$ cat config.mk
export PLATFORM = sky130hd
export DESIGN_NAME = sdadc_loop_ctrl
export DESIGN_NICKNAME = d
export VERILOG_FILES = /design/src/rtl/sdadc_pkg.sv /design/src/rtl/sdadc_sync.sv /design/src/rtl/sdadc_phase.sv /design/src/rtl/sdadc_window.sv /design/src/rtl/sdadc_mavg.sv /design/src/rtl/sdadc_loop_ctrl.sv
export SDC_FILE = /design/constraint.sdc
export NUM_CORES = 1
export LEC_CHECK = 0
export ABC_AREA = 1
export BUFFER_PORTS_ARGS = -buffer_cell sky130_fd_sc_hd__buf_4
export CORE_MARGIN = 3
export CORE_UTILIZATION = 25
export DETAILED_ROUTE_END_ITERATION = 8
export PLACE_DENSITY_LB_ADDON = 0.2
export SLEW_MARGIN = 20
export SYNTH_ARGS = -nofsm -noshare
export SYNTH_HDL_FRONTEND = slang
export SYNTH_SLANG_ARGS = --single-unit
$ cat constraint.sdc
create_clock -name clk_i -period 3.5 [get_ports clk_i]
set_clock_uncertainty 0.05 [all_clocks]
set_input_delay 0.35 -clock clk_i [delete_from_list [all_inputs] [get_ports clk_i]]
set_output_delay 0.35 -clock clk_i [all_outputs]
set_load 0.1 [all_outputs]
$ cat src/rtl/sdadc_pkg.sv
package sdadc_pkg;

  // Limit a requested window exponent to the supported span.
  function automatic int unsigned clamp_exp(int unsigned req, int unsigned lo, int unsigned hi);
    if (req < lo) return lo;
    if (req > hi) return hi;
    return req;
  endfunction

endpackage

$ cat src/rtl/sdadc_sync.sv
module sdadc_sync #(
  parameter int STAGES = 2
) (
  input  logic clk_i,
  input  logic rst_ni,
  input  logic d_i,
  output logic q_o
);

  logic [STAGES-1:0] chain_q, chain_d;

  generate
    if (STAGES == 1) begin : g_single
      assign chain_d = d_i;
    end else begin : g_multi
      assign chain_d = {chain_q[STAGES-2:0], d_i};
    end
  endgenerate

  always_ff @(posedge clk_i or negedge rst_ni) begin
    if (!rst_ni) chain_q <= '0;
    else         chain_q <= chain_d;
  end

  assign q_o = chain_q[STAGES-1];

endmodule

$ cat src/rtl/sdadc_phase.sv
module sdadc_phase #(
  parameter int SLOT_CLKS = 4,
  parameter int NUM_SLOTS = 6
) (
  input  logic clk_i,
  input  logic rst_ni,
  input  logic fb_sync_i,
  output logic samp_stb_o,
  output logic drv_o,
  output logic drv_oe_o
);

  localparam int LOOP_CLKS = SLOT_CLKS * NUM_SLOTS;
  localparam int PH_W      = $clog2(LOOP_CLKS);

  logic [PH_W-1:0] ph_q, ph_d;
  logic            samp_q, samp_d;
  logic            primed_q, primed_d;
  logic            loop_end;
  logic            in_drive_slot;

  assign loop_end      = (ph_q == PH_W'(LOOP_CLKS - 1));
  assign in_drive_slot = (ph_q < PH_W'(SLOT_CLKS));

  always_comb begin
    ph_d     = loop_end ? '0 : ph_q + 1'b1;
    samp_d   = samp_q;
    primed_d = primed_q;
    if (loop_end) begin
      samp_d   = fb_sync_i;
      primed_d = 1'b1;
    end
  end

  always_ff @(posedge clk_i or negedge rst_ni) begin
    if (!rst_ni) begin
      ph_q     <= '0;
      samp_q   <= 1'b0;
      primed_q <= 1'b0;
    end else begin
      ph_q     <= ph_d;
      samp_q   <= samp_d;
      primed_q <= primed_d;
    end
  end

  assign samp_stb_o = loop_end;
  assign drv_oe_o   = primed_q & in_drive_slot;
  assign drv_o      = drv_oe_o & ~samp_q;

endmodule

$ cat src/rtl/sdadc_window.sv
module sdadc_window #(
  parameter int MIN_LOG2 = 8,
  parameter int MAX_LOG2 = 16,
  parameter int RES_W    = MAX_LOG2 + 1,
  parameter int LOG2_W   = $clog2(MAX_LOG2 + 1)
) (
  input  logic              clk_i,
  input  logic              rst_ni,
  input  logic              samp_stb_i,
  input  logic              samp_bit_i,
  input  logic [LOG2_W-1:0] win_log2_i,
  output logic [RES_W-1:0]  raw_o,
  output logic              raw_vld_o
);

  import sdadc_pkg::*;

  localparam int CNT_W = MAX_LOG2;

  logic [LOG2_W-1:0] n_eff;
  logic [LOG2_W-1:0] shamt;
  logic [CNT_W-1:0]  last_idx;
  logic [CNT_W-1:0]  loop_cnt_q, loop_cnt_d;
  logic [RES_W-1:0]  hits_q, hits_d;
  logic [RES_W-1:0]  raw_q, raw_d;
  logic              raw_en;
  logic              vld_q, vld_d;
  logic              win_done;

  always_comb begin
    n_eff    = LOG2_W'(clamp_exp(int'(win_log2_i), MIN_LOG2, MAX_LOG2));
    shamt    = LOG2_W'(MAX_LOG2) - n_eff;
    last_idx = {CNT_W{1'b1}} >> shamt;
  end

  assign win_done = samp_stb_i && (loop_cnt_q >= last_idx);

  always_comb begin
    loop_cnt_d = loop_cnt_q;
    hits_d     = hits_q;
    raw_d      = hits_q + RES_W'(samp_bit_i);
    raw_en     = 1'b0;
    vld_d      = 1'b0;
    if (win_done) begin
      loop_cnt_d = '0;
      hits_d     = '0;
      raw_en     = 1'b1;
      vld_d      = 1'b1;
    end else if (samp_stb_i) begin
      loop_cnt_d = loop_cnt_q + 1'b1;
      hits_d     = hits_q + RES_W'(samp_bit_i);
    end
  end

  always_ff @(posedge clk_i or negedge rst_ni) begin
    if (!rst_ni) begin
      loop_cnt_q <= '0;
      hits_q     <= '0;
      raw_q      <= '0;
      vld_q      <= 1'b0;
    end else begin
      loop_cnt_q <= loop_cnt_d;
      hits_q     <= hits_d;
      vld_q      <= vld_d;
      if (raw_en) raw_q <= raw_d;
    end
  end

  assign raw_o     = raw_q;
  assign raw_vld_o = vld_q;

endmodule

$ cat src/rtl/sdadc_mavg.sv
module sdadc_mavg #(
  parameter int W          = 17,
  parameter int DEPTH_LOG2 = 2
) (
  input  logic         clk_i,
  input  logic         rst_ni,
  input  logic         bypass_i,
  input  logic [W-1:0] in_i,
  input  logic         in_vld_i,
  output logic [W-1:0] out_o,
  output logic         out_vld_o
);

  localparam int DEPTH = 1 << DEPTH_LOG2;
  localparam int SUM_W = W + DEPTH_LOG2;

  logic [W-1:0]     hist_q [DEPTH-1];
  logic [W-1:0]     hist_d [DEPTH-1];
  logic [SUM_W-1:0] sum;
  logic [W-1:0]     out_q, out_d;
  logic             vld_q;

  assign hist_d[0] = in_i;
  generate
    for (genvar k = 1; k < DEPTH - 1; k++) begin : g_shift
      assign hist_d[k] = hist_q[k-1];
    end
  endgenerate

  always_comb begin
    sum = SUM_W'(in_i);
    for (int k = 0; k < DEPTH - 1; k++) sum = sum + SUM_W'(hist_q[k]);
    out_d = bypass_i ? in_i : sum[SUM_W-1:DEPTH_LOG2];
  end

  always_ff @(posedge clk_i or negedge rst_ni) begin
    if (!rst_ni) begin
      for (int k = 0; k < DEPTH - 1; k++) hist_q[k] <= '0;
      out_q <= '0;
      vld_q <= 1'b0;
    end else begin
      vld_q <= in_vld_i;
      if (in_vld_i) begin
        for (int k = 0; k < DEPTH - 1; k++) hist_q[k] <= hist_d[k];
        out_q <= out_d;
      end
    end
  end

  assign out_o     = out_q;
  assign out_vld_o = vld_q;

endmodule

$ cat src/rtl/sdadc_loop_ctrl.sv
module sdadc_loop_ctrl #(
  parameter int SLOT_CLKS   = 4,
  parameter int NUM_SLOTS   = 6,
  parameter int SYNC_STAGES = 2,
  parameter int MIN_LOG2    = 8,
  parameter int MAX_LOG2    = 16,
  parameter int AVG_LOG2    = 2,
  localparam int RES_W      = MAX_LOG2 + 1,
  localparam int LOG2_W     = $clog2(MAX_LOG2 + 1)
) (
  input  logic              clk_i,
  input  logic              rst_ni,
  input  logic              fb_i,
  input  logic [LOG2_W-1:0] win_log2_i,
  input  logic              filt_bypass_i,
  output logic              drv_o,
  output logic              drv_oe_o,
  output logic [RES_W-1:0]  result_o,
  output logic              result_valid_o
);

  logic             fb_sync;
  logic             samp_stb;
  logic [RES_W-1:0] raw;
  logic             raw_vld;

  sdadc_sync #(.STAGES(SYNC_STAGES)) u_sync (
    .clk_i (clk_i),
    .rst_ni(rst_ni),
    .d_i   (fb_i),
    .q_o   (fb_sync)
  );

  sdadc_phase #(.SLOT_CLKS(SLOT_CLKS), .NUM_SLOTS(NUM_SLOTS)) u_phase (
    .clk_i     (clk_i),
    .rst_ni    (rst_ni),
    .fb_sync_i (fb_sync),
    .samp_stb_o(samp_stb),
    .drv_o     (drv_o),
    .drv_oe_o  (drv_oe_o)
  );

  sdadc_window #(
    .MIN_LOG2(MIN_LOG2), .MAX_LOG2(MAX_LOG2), .RES_W(RES_W), .LOG2_W(LOG2_W)
  ) u_window (
    .clk_i     (clk_i),
    .rst_ni    (rst_ni),
    .samp_stb_i(samp_stb),
    .samp_bit_i(fb_sync),
    .win_log2_i(win_log2_i),
    .raw_o     (raw),
    .raw_vld_o (raw_vld)
  );

  sdadc_mavg #(.W(RES_W), .DEPTH_LOG2(AVG_LOG2)) u_mavg (
    .clk_i    (clk_i),
    .rst_ni   (rst_ni),
    .bypass_i (filt_bypass_i),
    .in_i     (raw),
    .in_vld_i (raw_vld),
    .out_o    (result_o),
    .out_vld_o(result_valid_o)
  );

endmodule

==> impl_metrics.yaml, run 1 <==
sta:
  finalCritPeriodShare_pct: 99.6
  summed_negative_setup_slack_over_all_endpoints_ns: 0
  post-route-min-period_ns: 3.49
  grt_setup_unrepaired: "yes"
  worst_pin_slew_ns: 0.902
  final_hold_viol_count: 0
  timing_max_transition_violations_final: 0
  slew_headroom_pct: 39.8
  achievable-frequency_mhz: 287
  postLayoutSetupSlackWorst_ns: 0.0137
  finalSetupViolations: 0
synth:
  synth_seq_cells: 129
  synth_edf_count: 0
  synth.avg_cell_area_um2: 7.49
  synth.lib_cells_used.distinct: 42
  synth-warning-count: 0
  yosysSeqAreaShare_pct: 37.6
  postSynthCellCount: 1145
  postSynth.topFlopCell: "dfrtp_1"
  postSynth.asyncResetShare_pct: 100
  synth.net_count: 1229
  synthesis.area_um2: 8570
detailed_routing:
  wl_met1_mm: 11.2
  drt.antenna.violating_nets: 0
  route.vias.total: 7399
  met3_length_um: 402
  route.top_layer_used: "met4"
  drt_wl_total_mm: 22.8
  avgRoutedWirePerCell_um: 13.2
  drt_pass1_iterations: 4
  drt-initial-drc-count: 259
  drt-vias-per-instance: 4.27
  detail_route.drc_violations: 0
  met2_wire_length_mm: 11.1
global_route:
  grt_pass1_vias: 7426
  grt_first_pass_wirelength_mm: 37.4
  pin_count_of_the_biggest_net_entering_global_routing: 91
  global_route.usage.total_pct: 12.8
  global_route.overflow_total: 0
  grt_antenna_before_repair: 0
placed_design:
  preCtsSetupSlack_ns: -0.267
  final_estimated_routing_congestion_in_global_placement: 0.847
  placed_wire_length_estimate_after_detailed_placement_mm: 17.1
  io_buffers: 28
floorplan:
  placementRows: 67
  die-height_um: 191
  fp.dieArea_um2: 36600
  core-area_um2: 33700
  initial_core_util_pct: 25.4
  num_io_pins: 29
  die_width_um: 191
cts:
  worstSkewPairLatency_ns: 0.43
  numClockSinks: 129
  worst_setup_hold_path_clk_slew_ns: 0.07
  clockRootBuffer: "clkbuf_16"
  cts-root-to-sink-buffers: 2
  cts-htree-levels: 4
  tritoncts: "built"
  cts_buffers: 17
setup_path:
  r2r_end: "u_mavg.out_o[7]"
  timing.reg2reg.worst_path_depth: 20
  r2r-start: "u_mavg.hist_d[17]"
  worst-r2r-setup-slack_ns: 0.01
  critical_path.max_fanout: 4
  crit_path_end: "u_mavg.out_o[7]"
  timing.critical_path.from: "u_mavg.hist_d[17]"
  timing.critical_path.arrival_ns: 3.80
  cp-start-kind: "flip-flop"
  critical_path.endpoint_type: "flip-flop"
  setup.worst_path.class: "reg -> reg"
  worst_ep_required_time_ns: 3.81
hold_path:
  min-delay-path-class: "in -> reg"
finish:
  fillers: 3615
  area_of_all_sequential_standard_cells_um2: 3230
  area_growth_pct: 31.6
  final_net_count: 1354
  multi_input_comb_area_um2: 5260
  ant_cells: 0
  final_layout_size_suffix_gt1_share_pct: 22.3
outcome:
  status: "finished, final reports clean"
run:
  max_cap_violations: 0
power_and_ir_drop:
  p_leak_nw: 5.58
  p_per_area_nw_per_um2: 795
  ir_drop_mv: 0.459
  power.total_mw: 8.97
layout make-up:
class	count	share of cell area (%)
inverter	164	5.50
multi-input combinational	824	46.6
clock inverter	15	1.25
timing repair buffer	134	9.31
sequential	129	28.6
clock buffer	17	3.77
tap	448	4.97
metrics by stage:
step / hold slack (ns) / utilization (%) / cells / cell area (µm²)
after floorplan: 0.00441 / - / 1145 / 8580
after global placement: 0.302 / 29.6 / 1691 / 9980
after detailed placement: 0.293 / 29.6 / 1691 / 9980
after CTS: 0.160 / 32.0 / 1725 / 10800
after global routing: 0.190 / 33.5 / 1731 / 11300
final: 0.179 / 33.5 / 1731 / 11300
registers in the layout, indices dropped and copies added (netlist names):
signal               cells
u_mavg.hist_q           17
u_window.raw_o          17
u_phase.samp_q           1
u_mavg.out_o            17
u_sync.chain_q           2
u_mavg.out_vld_o         1
u_phase.primed_q         1
u_window.raw_vld_o       1
u_mavg.hist_d           34
u_window.hits_q         17
u_phase.ph_q             5
u_window.loop_cnt_q     16
synthesized netlist by cell type, types with 4 or more instances:
master	instances	area (µm²)
xor2_1	27	236
nor3_1	18	90.1
xnor2_1	14	123
nand2_2	4	25.0
o21bai_1	5	37.5
ha_1	57	713
nand3b_1	8	60.1
nand4_1	15	93.8
nor2_1	87	327
a21oi_1	49	245
fa_1	18	360
o21ai_0	73	365
inv_1	163	612
nand3_1	65	325
dfrtp_1	129	3230
o21ai_1	4	20.0
nand2_1	351	1320
clkbuf_1	18	67.6
metal layers:
layer / global-route usage [%] / up-vias
met2: 21.9 / 74
li1: - / 3894
met4: 2.60 / 0
met1: 17.0 / 3424
met5: 0 / -
met3: 2.09 / 7
logic make-up after synthesis:
kind of cell / count (synthesis) / synth area share, %
DFF: 129 / 37.6
xor gates and xnor gates: 41 / 4.19
muxes: 1 / 0.117
AOI/OAI and AO/OA: 144 / 8.93
adders and majority gates: 75 / 12.5
and+or+nand+nor: 563 / 27.7
buffers and inverters: 192 / 8.86
worst min path at each step:
stage | from | endpoint | cells after the start
global placement | u_sync.chain_q[0] | u_sync.chain_q[1] | 0
floorplan | rst_ni | u_mavg.hist_d[0] | 0
global route | filt_bypass_i | u_mavg.out_o[6] | 3
detailed placement | u_sync.chain_q[0] | u_sync.chain_q[1] | 0
CTS | filt_bypass_i | u_mavg.out_o[6] | 3
finish | filt_bypass_i | u_mavg.out_o[6] | 3
layout by cell type (no fill, tap or decap), types with 33 or more instances in the layout:
cell / count
buf_4: 126
dfrtp_1: 127
ha_1: 40
a21oi_1: 33
nand3_1: 57
nor2_1: 80
inv_1: 155
o21ai_0: 69
nand2_1: 321
repair_timing:
item,4_1_cts,5_1_grt
hold buffers,2,0
gates resized for setup,38,103
setup endpoints to repair,13,16
pin swaps,4,42
setup buffers,0,6
endpoints found under the hold margin,51,0
worst max-delay path, cell delays in order, from the launching register on:
cell,delay (ns)
dfrtp_1,0.39
ha_2,0.21
fa_2,0.37
a21oi_4,0.18
o21bai_4,0.11
nand2_1,0.09
nand2_2,0.08
buf_6,0.13
xnor2_4,0.12
fa_2,0.54
inv_2,0.04
ha_4,0.31
nand2_2,0.07
inv_2,0.09
nand3_2,0.11
nand2_4,0.11
buf_4,0.11
nand2_1,0.04
nand3_1,0.06
o211ai_1,0.11
nand2_1,0.11
power by group:
group / leakage, nW / internal [mW] / switching, mW / total (mW)
combinational: 3.63 / 2.18 / 3.07 / 5.25
sequential: 1.68 / 1.77 / 0.215 / 1.99
clock: 0.275 / 0.944 / 0.790 / 1.73
total: 5.58 / 4.90 / 4.07 / 8.97
No activity file was read; power rests on OpenSTA's default activity.
==> inputs of run 2 (changes only) <==
Clock period 3.5 ns to 3.03 ns, I/O delays scaled along.
==> impl_metrics.yaml, run 2 (synthesized netlist as in run 1, its figures left out) <==
detailed_routing:
  route.vias.total: 7543
  drt.antenna.violating_nets: 0
  drt-initial-drc-count: 336
  drt_pass1_iterations: 4
  detail_route.drc_violations: 0
  drt-vias-per-instance: 4.27
  drt_wl_total_mm: 23.4
  avgRoutedWirePerCell_um: 13.3
sta:
  worst_pin_slew_ns: 0.960
  finalCritPeriodShare_pct: 113
  timing_max_transition_violations_final: 0
  postLayoutSetupSlackWorst_ns: -0.397
  slew_headroom_pct: 35.9
  post-route-min-period_ns: 3.43
  achievable-frequency_mhz: 292
  grt_setup_unrepaired: "yes"
  final.hold.worst_slack_ns: 0.126
  finalSetupViolations: 15
  final_hold_viol_count: 0
cts:
  cts_buffers: 17
  cts-root-to-sink-buffers: 2
  worstSkewPairLatency_ns: 0.43
  cts-htree-levels: 4
  worst_setup_hold_path_clk_slew_ns: 0.07
  clockRootBuffer: "clkbuf_16"
  tritoncts: "built"
  numClockSinks: 129
finish:
  ant_cells: 0
  area_growth_pct: 36.9
  final_design_area_no_fill_um2: 11700
  layout.cells.most_common_list: "319 x nand2_1, 153 x buf_4, 152 x inv_1, 128 x dfrtp_1, 79 x nor2_1"
  largest_reg_flops: 34
  final_net_count: 1389
  final_common_cell: "nand2_1"
  final_layout_size_suffix_gt1_share_pct: 25.5
power_and_ir_drop:
  p_leak_nw: 5.81
  ir_drop_mv: 0.466
  p_per_area_nw_per_um2: 943
setup_path:
  worst_ep_required_time_ns: 3.29
  setup.worst_path.class: "reg -> reg"
  critical_path.max_fanout: 4
  cp-start-kind: "flip-flop"
  critical_path.endpoint_type: "flip-flop"
  timing.critical_path.arrival_ns: 3.69
placed_design:
  preCtsSetupSlack_ns: -0.461
  final_estimated_routing_congestion_in_global_placement: 0.898
  placed_wire_length_estimate_after_detailed_placement_mm: 17.5
  io_buffers: 28
  placed_area_um2: 10500
run:
  max_cap_violations: 0
global_route:
  pin_count_of_the_biggest_net_entering_global_routing: 91
  grt_first_pass_wirelength_mm: 38.8
  global_route.overflow_total: 0
  grt_pass1_vias: 7476
  grt_antenna_before_repair: 0
  global_route.usage.total_pct: 13.4
floorplan:
  num_io_pins: 29
  core-area_um2: 33700
  fp.dieArea_um2: 36600
  die_width_um: 191
  initial_core_util_pct: 25.4
  die-height_um: 191
  placementRows: 67
outcome:
  status: "finished with violations"
  violated_checks: "setup timing"
hold_path:
  min-delay-path-class: "in -> reg"
-- run 2: cell count changes in the layout (fill, tap and decap cells not counted), sizes merged --
cell / before / now
bufinv: 0 / 4
clkbuf: 17 / 20
inv: 174 / 165
buf: 132 / 167
clkinv: 3 / 5
-- run 2: final timing paths --
path,from,to,slack [ns],depth (start not counted)
max in group asynchronous,rst_ni,u_window.loop_cnt_q[14],1.84,3
setup reg to reg,u_mavg.hist_d[18],u_mavg.out_o[15],-0.40,20
setup / recovery,u_mavg.hist_d[18],u_mavg.out_o[15],-0.40,20
hold / removal,filt_bypass_i,u_mavg.out_o[6],0.13,3
min in group asynchronous,rst_ni,u_mavg.out_o[2],0.35,2
hold reg to reg,u_sync.chain_q[0],u_sync.chain_q[1],0.31,0
-- run 2: cell type report --
cell class                      instances  area, µm²
Multi-Input combinational cell        824       5310
Timing Repair Buffer                  169       1370
Tap cell                              448        561
Sequential cell                       129       3230
Clock buffer                           20        467
Clock inverter                         12        180
Inverter                              164        623
Fill cell                            3548      22000
-- run 2: what timing repair did --
| action | 4_1_cts | 5_1_grt |
|---|---|---|
| hold buffers | 2 | 0 |
| endpoints found under the setup margin | 15 | 15 |
| setup buffers | 7 | 5 |
| pin swaps | 37 | 26 |
| gates resized for setup | 69 | 56 |
| hold endpoints to repair | 52 | 0 |
-- run 2: layer usage --
layer | routed length (µm) | vias to the layer above | track usage (%)
met5 | 0 | - | 0
met4 | 320 | 0 | 3.27
met3 | 553 | 22 | 2.68
met2 | 10800 | 67 | 21.8
met1 | 11700 | 3497 | 18.2
li1 | - | 3957 | -
-- run 2: critical path, stage by stage (launching register included) --
cell and delay, ns:
dfrtp_1 0.42, buf_6 0.14, fa_2 0.39, a21oi_2 0.17, o21bai_4 0.09, nand2_1 0.09
nand2_2 0.09, nand3_1 0.11, nand2_2 0.09, xnor2_2 0.15, fa_1 0.49, inv_1 0.07
ha_4 0.29, nand2_1 0.08, nor2_2 0.12, and2_1 0.13, nand2_1 0.06, nand3_1 0.07
nand3_1 0.08, nand2_1 0.09, nand2_1 0.04
-- run 2: metrics by stage --
stage,instances,utilization (%),setup TNS (ns),total power [mW]
final,1766,34.8,-4.82,11.1
after global routing,1766,34.8,-7.36,11.9
after CTS,1763,34.1,-4.99,10.7
after detailed placement,1722,31.1,-8.99,7.81
after global placement,1722,31.1,-8.37,7.82
after floorplan,1145,-,-0.721,5.73
-- run 2: where the power goes --
group | internal [mW] | switching [mW] | leakage (nW)
clock | 1.45 | 0.847 | 0.313
combinational | 2.80 | 3.68 | 3.82
sequential | 2.05 | 0.240 | 1.68
total | 6.30 | 4.77 | 5.81
